`config.mk`:
```
export PLATFORM = sky130hd
export DESIGN_NAME = flash_protect_gate
export DESIGN_NICKNAME = d
export VERILOG_FILES = /design/src/rtl/fpg_pkg.sv /design/src/rtl/fpg_pin_sync.sv /design/src/rtl/fpg_ctrl.sv /design/src/rtl/fpg_datapath.sv /design/src/rtl/flash_protect_gate.sv
export SDC_FILE = /design/constraint.sdc
export NUM_CORES = 1
export LEC_CHECK = 0
export ABC_AREA = 1
export BUFFER_PORTS_ARGS = -buffer_cell sky130_fd_sc_hd__clkbuf_2
export CORE_MARGIN = 2
export CORE_UTILIZATION = 55
export CTS_CLUSTER_SIZE = 10
export DETAILED_ROUTE_END_ITERATION = 16
export PLACE_DENSITY_LB_ADDON = 0.08
export SYNTH_ARGS = -nofsm -noshare
export SYNTH_HDL_FRONTEND = slang
export SYNTH_SLANG_ARGS = --single-unit
```
`constraint.sdc`:
```
create_clock -name clk -period 1.9 [get_ports clk]
set_input_delay 0.285 -clock clk [delete_from_list [all_inputs] [get_ports clk]]
set_output_delay 0.285 -clock clk [all_outputs]
set_load 0.05 [all_outputs]
```
`src/rtl/fpg_pkg.sv`:
```
package fpg_pkg;
  // strobes from the control unit to the datapath, valid for the current edge
  typedef struct packed {
    logic startOp;
    logic denyOp;
    logic lockWrite;
    logic clearStatus;
    logic finishOp;
    logic abortOp;
  } ctrlStrobes_t;
endpackage

```
`src/rtl/fpg_pin_sync.sv`:
```
module fpg_pin_sync #(
  parameter int WIDTH  = 2,
  parameter int STAGES = 2
) (
  input  logic             clk,
  input  logic             rstN,
  input  logic [WIDTH-1:0] pinIn,
  output logic [WIDTH-1:0] pinOut
);
  // reset value 0 reads as "protected" until the pins have been sampled
  for (genvar b = 0; b < WIDTH; b++) begin : g_bit
    logic [STAGES-1:0] chain;
    always_ff @(posedge clk) begin
      if (!rstN) chain <= '0;
      else       chain <= {chain[STAGES-2:0], pinIn[b]};
    end
    assign pinOut[b] = chain[STAGES-1];
  end
endmodule

```
`src/rtl/fpg_ctrl.sv`:
```
module fpg_ctrl
  import fpg_pkg::*;
#(
  parameter int RECOVERY_CYCLES = 16,
  parameter int OP_CYCLES       = 4
) (
  input  logic         clk,
  input  logic         rstN,
  input  logic         reqValid,
  input  logic         reqAllowed,
  input  logic         lockWrEn,
  input  logic         clrStatus,
  output ctrlStrobes_t strb,
  output logic         ready,
  output logic         busy,
  output logic         grant,
  output logic         deny,
  output logic         opDone
);
  localparam int REC_W = $clog2(RECOVERY_CYCLES + 1);
  localparam int OP_W  = $clog2(OP_CYCLES + 1);

  logic [REC_W-1:0] recCnt;
  logic [OP_W-1:0]  opCnt;
  logic             accept;

  assign accept = ready && !busy;

  always_comb begin
    strb             = '0;
    strb.startOp     = accept && reqValid && reqAllowed;
    strb.denyOp      = accept && reqValid && !reqAllowed;
    strb.lockWrite   = accept && lockWrEn;
    strb.clearStatus = accept && clrStatus;
    strb.finishOp    = busy && (opCnt == OP_W'(OP_CYCLES - 1));
    strb.abortOp     = !rstN && busy;
  end

  always_ff @(posedge clk) begin
    if (!rstN) begin
      recCnt <= '0;
      ready  <= 1'b0;
      busy   <= 1'b0;
      opCnt  <= '0;
      grant  <= 1'b0;
      deny   <= 1'b0;
      opDone <= 1'b0;
    end else begin
      grant  <= strb.startOp;
      deny   <= strb.denyOp;
      opDone <= strb.finishOp;
      if (!ready) begin
        if (recCnt == REC_W'(RECOVERY_CYCLES - 1)) ready <= 1'b1;
        else                                       recCnt <= recCnt + 1'b1;
      end
      if (strb.startOp) begin
        busy  <= 1'b1;
        opCnt <= '0;
      end else if (strb.finishOp) begin
        busy <= 1'b0;
      end else if (busy) begin
        opCnt <= opCnt + 1'b1;
      end
    end
  end


  busy_needs_ready_chk: assert property (@(posedge clk) disable iff (!rstN)
    busy |-> ready);

  grant_single_chk: assert property (@(posedge clk) disable iff (!rstN)
    grant |=> !grant);

  grant_deny_excl_chk: assert property (@(posedge clk) disable iff (!rstN)
    !(grant && deny));

  start_sets_busy_chk: assert property (@(posedge clk) disable iff (!rstN)
    strb.startOp |=> busy);

  done_idle_chk: assert property (@(posedge clk) disable iff (!rstN)
    opDone |-> !busy);
endmodule

```
`src/rtl/fpg_datapath.sv`:
```
module fpg_datapath
  import fpg_pkg::*;
#(
  parameter int NUM_SECTORS = 11,
  parameter int SECT_W      = 4
) (
  input  logic                   clk,
  input  logic                   rstN,
  input  ctrlStrobes_t           strb,
  input  logic                   bootOk,
  input  logic                   lowerOk,
  input  logic [SECT_W-1:0]      reqSector,
  input  logic                   reqErase,
  input  logic [SECT_W-1:0]      lockWrSector,
  input  logic                   lockWrValue,
  output logic                   reqAllowed,
  output logic                   violation,
  output logic                   statusMode,
  output logic [NUM_SECTORS-1:0] sectorBad
);
  localparam logic [SECT_W-1:0] TOP_SECTOR = SECT_W'(NUM_SECTORS - 1);

  logic [NUM_SECTORS-1:0] lockReg;
  logic [SECT_W-1:0]      activeSector = '0;
  logic                   activeErase  = 1'b0;
  logic [NUM_SECTORS-1:0] badMap       = '0;
  logic                   reqInRange, wrInRange, reqLocked, pinOk;

  assign reqInRange = reqSector <= TOP_SECTOR;
  assign wrInRange  = lockWrSector <= TOP_SECTOR;
  assign reqLocked  = reqInRange ? lockReg[reqSector] : 1'b1;
  assign pinOk      = (reqSector == TOP_SECTOR) ? bootOk : lowerOk;
  assign reqAllowed = reqInRange && !reqLocked && pinOk;

  always_ff @(posedge clk) begin
    if (!rstN)                              lockReg <= '1;
    else if (strb.lockWrite && wrInRange)   lockReg[lockWrSector] <= lockWrValue;
  end

  // kept across reset so an abort can still name its sector
  always_ff @(posedge clk) begin
    if (strb.startOp) begin
      activeSector <= reqSector;
      activeErase  <= reqErase;
    end
  end

  always_ff @(posedge clk) begin
    if (strb.abortOp)                         badMap[activeSector] <= 1'b1;
    else if (strb.finishOp && activeErase)    badMap[activeSector] <= 1'b0;
  end
  assign sectorBad = badMap;

  always_ff @(posedge clk) begin
    if (!rstN) begin
      violation  <= 1'b0;
      statusMode <= 1'b0;
    end else begin
      if (strb.clearStatus) begin
        violation  <= 1'b0;
        statusMode <= 1'b0;
      end
      if (strb.denyOp)  violation  <= 1'b1;
      if (strb.startOp) statusMode <= 1'b1;
    end
  end


  locks_default_chk: assert property (@(posedge clk)
    !rstN |=> (&lockReg));

  array_mode_chk: assert property (@(posedge clk)
    !rstN |=> !statusMode);

  violation_sticky_chk: assert property (@(posedge clk) disable iff (!rstN)
    strb.denyOp |=> violation);

  start_unlocked_chk: assert property (@(posedge clk) disable iff (!rstN)
    strb.startOp |-> (reqSector <= TOP_SECTOR) && !lockReg[reqSector]);
endmodule

```
`src/rtl/flash_protect_gate.sv`:
```
module flash_protect_gate
  import fpg_pkg::*;
#(
  parameter int NUM_SECTORS     = 11,
  parameter int SECT_W          = $clog2(NUM_SECTORS),
  parameter int RECOVERY_CYCLES = 16,
  parameter int OP_CYCLES       = 4
) (
  input  logic                   clk,
  input  logic                   rstN,
  input  logic                   bootLockN,
  input  logic                   protectN,
  input  logic                   reqValid,
  input  logic [SECT_W-1:0]      reqSector,
  input  logic                   reqErase,
  input  logic                   lockWrEn,
  input  logic [SECT_W-1:0]      lockWrSector,
  input  logic                   lockWrValue,
  input  logic                   clrStatus,
  output logic                   reqGrant,
  output logic                   reqDeny,
  output logic                   busy,
  output logic                   opDone,
  output logic                   ready,
  output logic                   violation,
  output logic                   statusMode,
  output logic [NUM_SECTORS-1:0] sectorBad
);
  ctrlStrobes_t strb;
  logic [1:0]   pinSync;
  logic         reqAllowed;

  fpg_pin_sync #(.WIDTH(2), .STAGES(2)) u_sync (
    .clk(clk), .rstN(rstN), .pinIn({bootLockN, protectN}), .pinOut(pinSync)
  );

  fpg_ctrl #(.RECOVERY_CYCLES(RECOVERY_CYCLES), .OP_CYCLES(OP_CYCLES)) u_ctrl (
    .clk(clk), .rstN(rstN), .reqValid(reqValid), .reqAllowed(reqAllowed),
    .lockWrEn(lockWrEn), .clrStatus(clrStatus), .strb(strb), .ready(ready),
    .busy(busy), .grant(reqGrant), .deny(reqDeny), .opDone(opDone)
  );

  fpg_datapath #(.NUM_SECTORS(NUM_SECTORS), .SECT_W(SECT_W)) u_dp (
    .clk(clk), .rstN(rstN), .strb(strb), .bootOk(pinSync[1]), .lowerOk(pinSync[0]),
    .reqSector(reqSector), .reqErase(reqErase), .lockWrSector(lockWrSector),
    .lockWrValue(lockWrValue), .reqAllowed(reqAllowed), .violation(violation),
    .statusMode(statusMode), .sectorBad(sectorBad)
  );
endmodule

```
==> results.md <==
* Post-layout instance count excluding filler cells at 342
* Buffers on Ports at 34
* Clock Tree Root: sky130_fd_sc_hd__clkbuf_8
* Post-Layout Inst Area at 2400 um2
* Chip Width at roughly 65 um
* Final count of hold timing violations at 0
* Number of flops mapped to enable cells by yosys at 16
* Maximum clock insertion buffer count at 2
* Diode count at 0
* Cell count of the worst hold path at 1
* Initial cell density of the core at between 50% and 60%
* Final wirelength at 3580 um
* Post-detailed-route via-to-cell ratio at 4.90
* Wire length on met1 at about 1600 um
* Worst slew margin at 63.6%
* Overall global routing resource usage at between 10% and 20%
* Endpoint class of the critical path: register
* H-Tree Depth at 2
* Share of layout cells above drive strength 1 at a little over a fifth
* PwrDens at about 710 nW/um2
* Most common cell after layout, fill and taps aside: sky130_fd_sc_hd__nand2_1
* Routed len/inst at ~10 um
* Cells on worst reg2reg path at 8
* Pin count of the biggest net entering global routing at 24
* First-pass iteration count of the detailed router at 4
* Achievable Freq at 619 MHz
* Final Wtd Congestion at between 0.8 and 0.9
* Total Nets Final at 314
* Arrival @ worst endpoint at about 1.6 ns
* Run status: complete, no violations
* Syn Area/Cell at about 8.1 um2
* Vert. Die Dim at 65.3 um
* Setup Crit Path Kind: reg -> reg
* Total Neg Setup Slack at 0 ns
* Number of sinks driven by the clock tree at 46
* DPL Wire Length at 2690 um
* FF+latch count, synth at 46
* Cell Area, Synth at 2060 um2
* R2R setup slack at about 0.29 ns
* CTS tree: yes
* Cell leakage power at ~1.3 nW
* Unrepaired setup endpoints after global routing: no
* Cell area after placement at ~2300 um2
* Synthesized netlist net count at 275
* Clock latency on the worst-skew pair at slightly below 0.3 ns
* Wire length of the first global-routing pass at approximately 6000 um
* Full die area at around 4300 um2
* Leading register cell type out of synthesis: sky130_fd_sc_hd__dfxtp_1
* Syn Inst Count at 254
* Final critical-path required period at 1.61 ns
* Fraction of the yosys area taken by sequential cells at around 52%
* Via count of the first global-routing pass at approximately 1,400
* Hold buffer count at cts at 0
* Max-capacitance violation count at 0
* Antenna violations before repair at 0
* Worst hold path type: in -> reg
* DR vias at roughly 1,700
* Critical Path Fanout Max at 4
* Top Ports at 35
* Final setup violation count at 0
* Required time of the critical path at between 1.5 and 2 ns
* Commonest non-fill, non-tap cells in the layout: 59 x sky130_fd_sc_hd__nand2_1, 44 x sky130_fd_sc_hd__inv_1, 34 x sky130_fd_sc_hd__clkbuf_2
* Final Skew at ~0.0072 ns
* Residual DRC count at 0
* Row count at 22
* Max Transition Viols Final at 0
* Standard cell core area at 3630 um2
* Async set or reset register ratio after synthesis at 0%
* Uppermost routed layer: met4
* Total overflow reported by the global router at 0
* Met2 Routed Length at 1740 um
* CTS buffer count at 5
* Count of distinct cell types in the synthesized netlist at 32
* Antenna-violating nets left at 0
* R2R Path Start: u_ctrl.opCnt[0]
* Number of design-rule violations left by the first detailed-router iteration at between 100 and 150
* Register clock-pin slew on the reported worst setup and hold paths at about 0.080 ns
* Actual slew at the worst max-slew pin at approximately 0.54 ns
* Worst hold path endpoint: u_dp.activeErase
* Number of instances in the placed design at 334
* Min-Delay Startpoint: reqErase
* Max IR drop VDD at around 450 uV
* Area added between synthesis and finish at 16.1%
* Met3 routed WL at 147 um
* Portion of the clock cycle consumed by the worst path in the final layout at a little over four fifths
* Setup crit start kind: register
* Warning count from the yosys run at 0
==> worst max path at each step <==
stage                          from  endpoint  slack [ns]  cells after the start
floorplan               u_ctrl.busy  register        0.20                      6
global placement    u_ctrl.opCnt[0]  register        0.19                      8
detailed placement  u_ctrl.opCnt[0]  register        0.11                      8
CTS                 u_ctrl.opCnt[0]  register         0.1                      8
global route        u_ctrl.opCnt[0]  register        0.05                      8
finish              u_ctrl.opCnt[0]  register        0.29                      8
==> kinds of logic after synthesis <==
kind of cell	count (synthesis)	synth area share (%)
xor+xnor	2	0.849
fa+ha+maj	4	2.43
flops	46	52.4
simple gates	130	28.8
mux	1	0.485
buf+inv	55	10.2
compound gates	16	4.85
==> power breakdown <==
part,total (W),internal [W],switching [W]
registers,0.00103,0.00102,0.00000570
logic,0.000100,0.0000354,0.0000646
clock network,0.000577,0.000276,0.000301
total,0.00170,0.00133,0.000371
==> critical path, cell delays in order (launching register included) <==
cell	delay, ns
sky130_fd_sc_hd__dfxtp_1	0.36
sky130_fd_sc_hd__ha_1	0.16
sky130_fd_sc_hd__ha_1	0.15
sky130_fd_sc_hd__nand2_1	0.08
sky130_fd_sc_hd__o22ai_2	0.14
sky130_fd_sc_hd__inv_1	0.12
sky130_fd_sc_hd__nor3_2	0.19
sky130_fd_sc_hd__nand2_1	0.08
sky130_fd_sc_hd__inv_1	0.07
==> synth_stat cells (2+ instances only) <==
cell / instances / area share, %
sky130_fd_sc_hd__edfxtp_1: 16 / 23
sky130_fd_sc_hd__ha_1: 4 / 2.4
sky130_fd_sc_hd__nand2_2: 3 / 0.91
sky130_fd_sc_hd__inv_2: 6 / 1.1
sky130_fd_sc_hd__nand3_1: 29 / 7.0
sky130_fd_sc_hd__a21oi_1: 4 / 0.97
sky130_fd_sc_hd__o21ai_1: 2 / 0.49
sky130_fd_sc_hd__nand4_1: 2 / 0.61
sky130_fd_sc_hd__dfxtp_1: 30 / 29
sky130_fd_sc_hd__nand3_2: 2 / 0.97
sky130_fd_sc_hd__o21ai_0: 5 / 1.2
sky130_fd_sc_hd__nor3_1: 4 / 0.97
sky130_fd_sc_hd__nand2_1: 59 / 11
sky130_fd_sc_hd__inv_1: 44 / 8.0
sky130_fd_sc_hd__clkbuf_1: 4 / 0.73
sky130_fd_sc_hd__nor2_1: 23 / 4.2
sky130_fd_sc_hd__o31ai_1: 2 / 0.73
==> through the flow <==
stage | util (%) | setup slack (ns) | hold slack, ns | total power, W
finish | 65.9 | 0.285 | 0.167 | 0.00170
global route | 65.9 | 0.0544 | 0.150 | 0.00178
CTS | 65.5 | 0.0953 | 0.160 | 0.00172
detailed placement | 63.1 | 0.106 | 0.404 | 0.00115
global placement | 63.1 | 0.195 | 0.395 | 0.00115
floorplan | - | 0.202 | 0.383 | 0.00111
==> final cells by class <==
cell class                      count  area [um2]
Fill cell                         338        1240
Multi-Input combinational cell    153         788
Clock inverter                      1        6.26
Tap cell                           48        60.1
Timing Repair Buffer               37         193
Clock buffer                        7        80.1
Inverter                           50         188
Sequential cell                    46        1080
==> metal layers <==
| metal | vias to the layer above | track usage, % |
|---|---|---|
| met1 | 760 | 22.9 |
| met2 | 39 | 29.6 |
| met4 | 0 | 9.90 |
| li1 | 871 | - |
| met5 | - | 0 |
| met3 | 5 | 3.42 |
==> timing repair <==
item                                    4_1_cts  5_1_grt
gates resized for setup                       0        3
endpoints found under the setup margin        0        6
buffers inserted                              0        0
hold endpoints to repair                      0        0
Power figures use the tool's default switching activity.
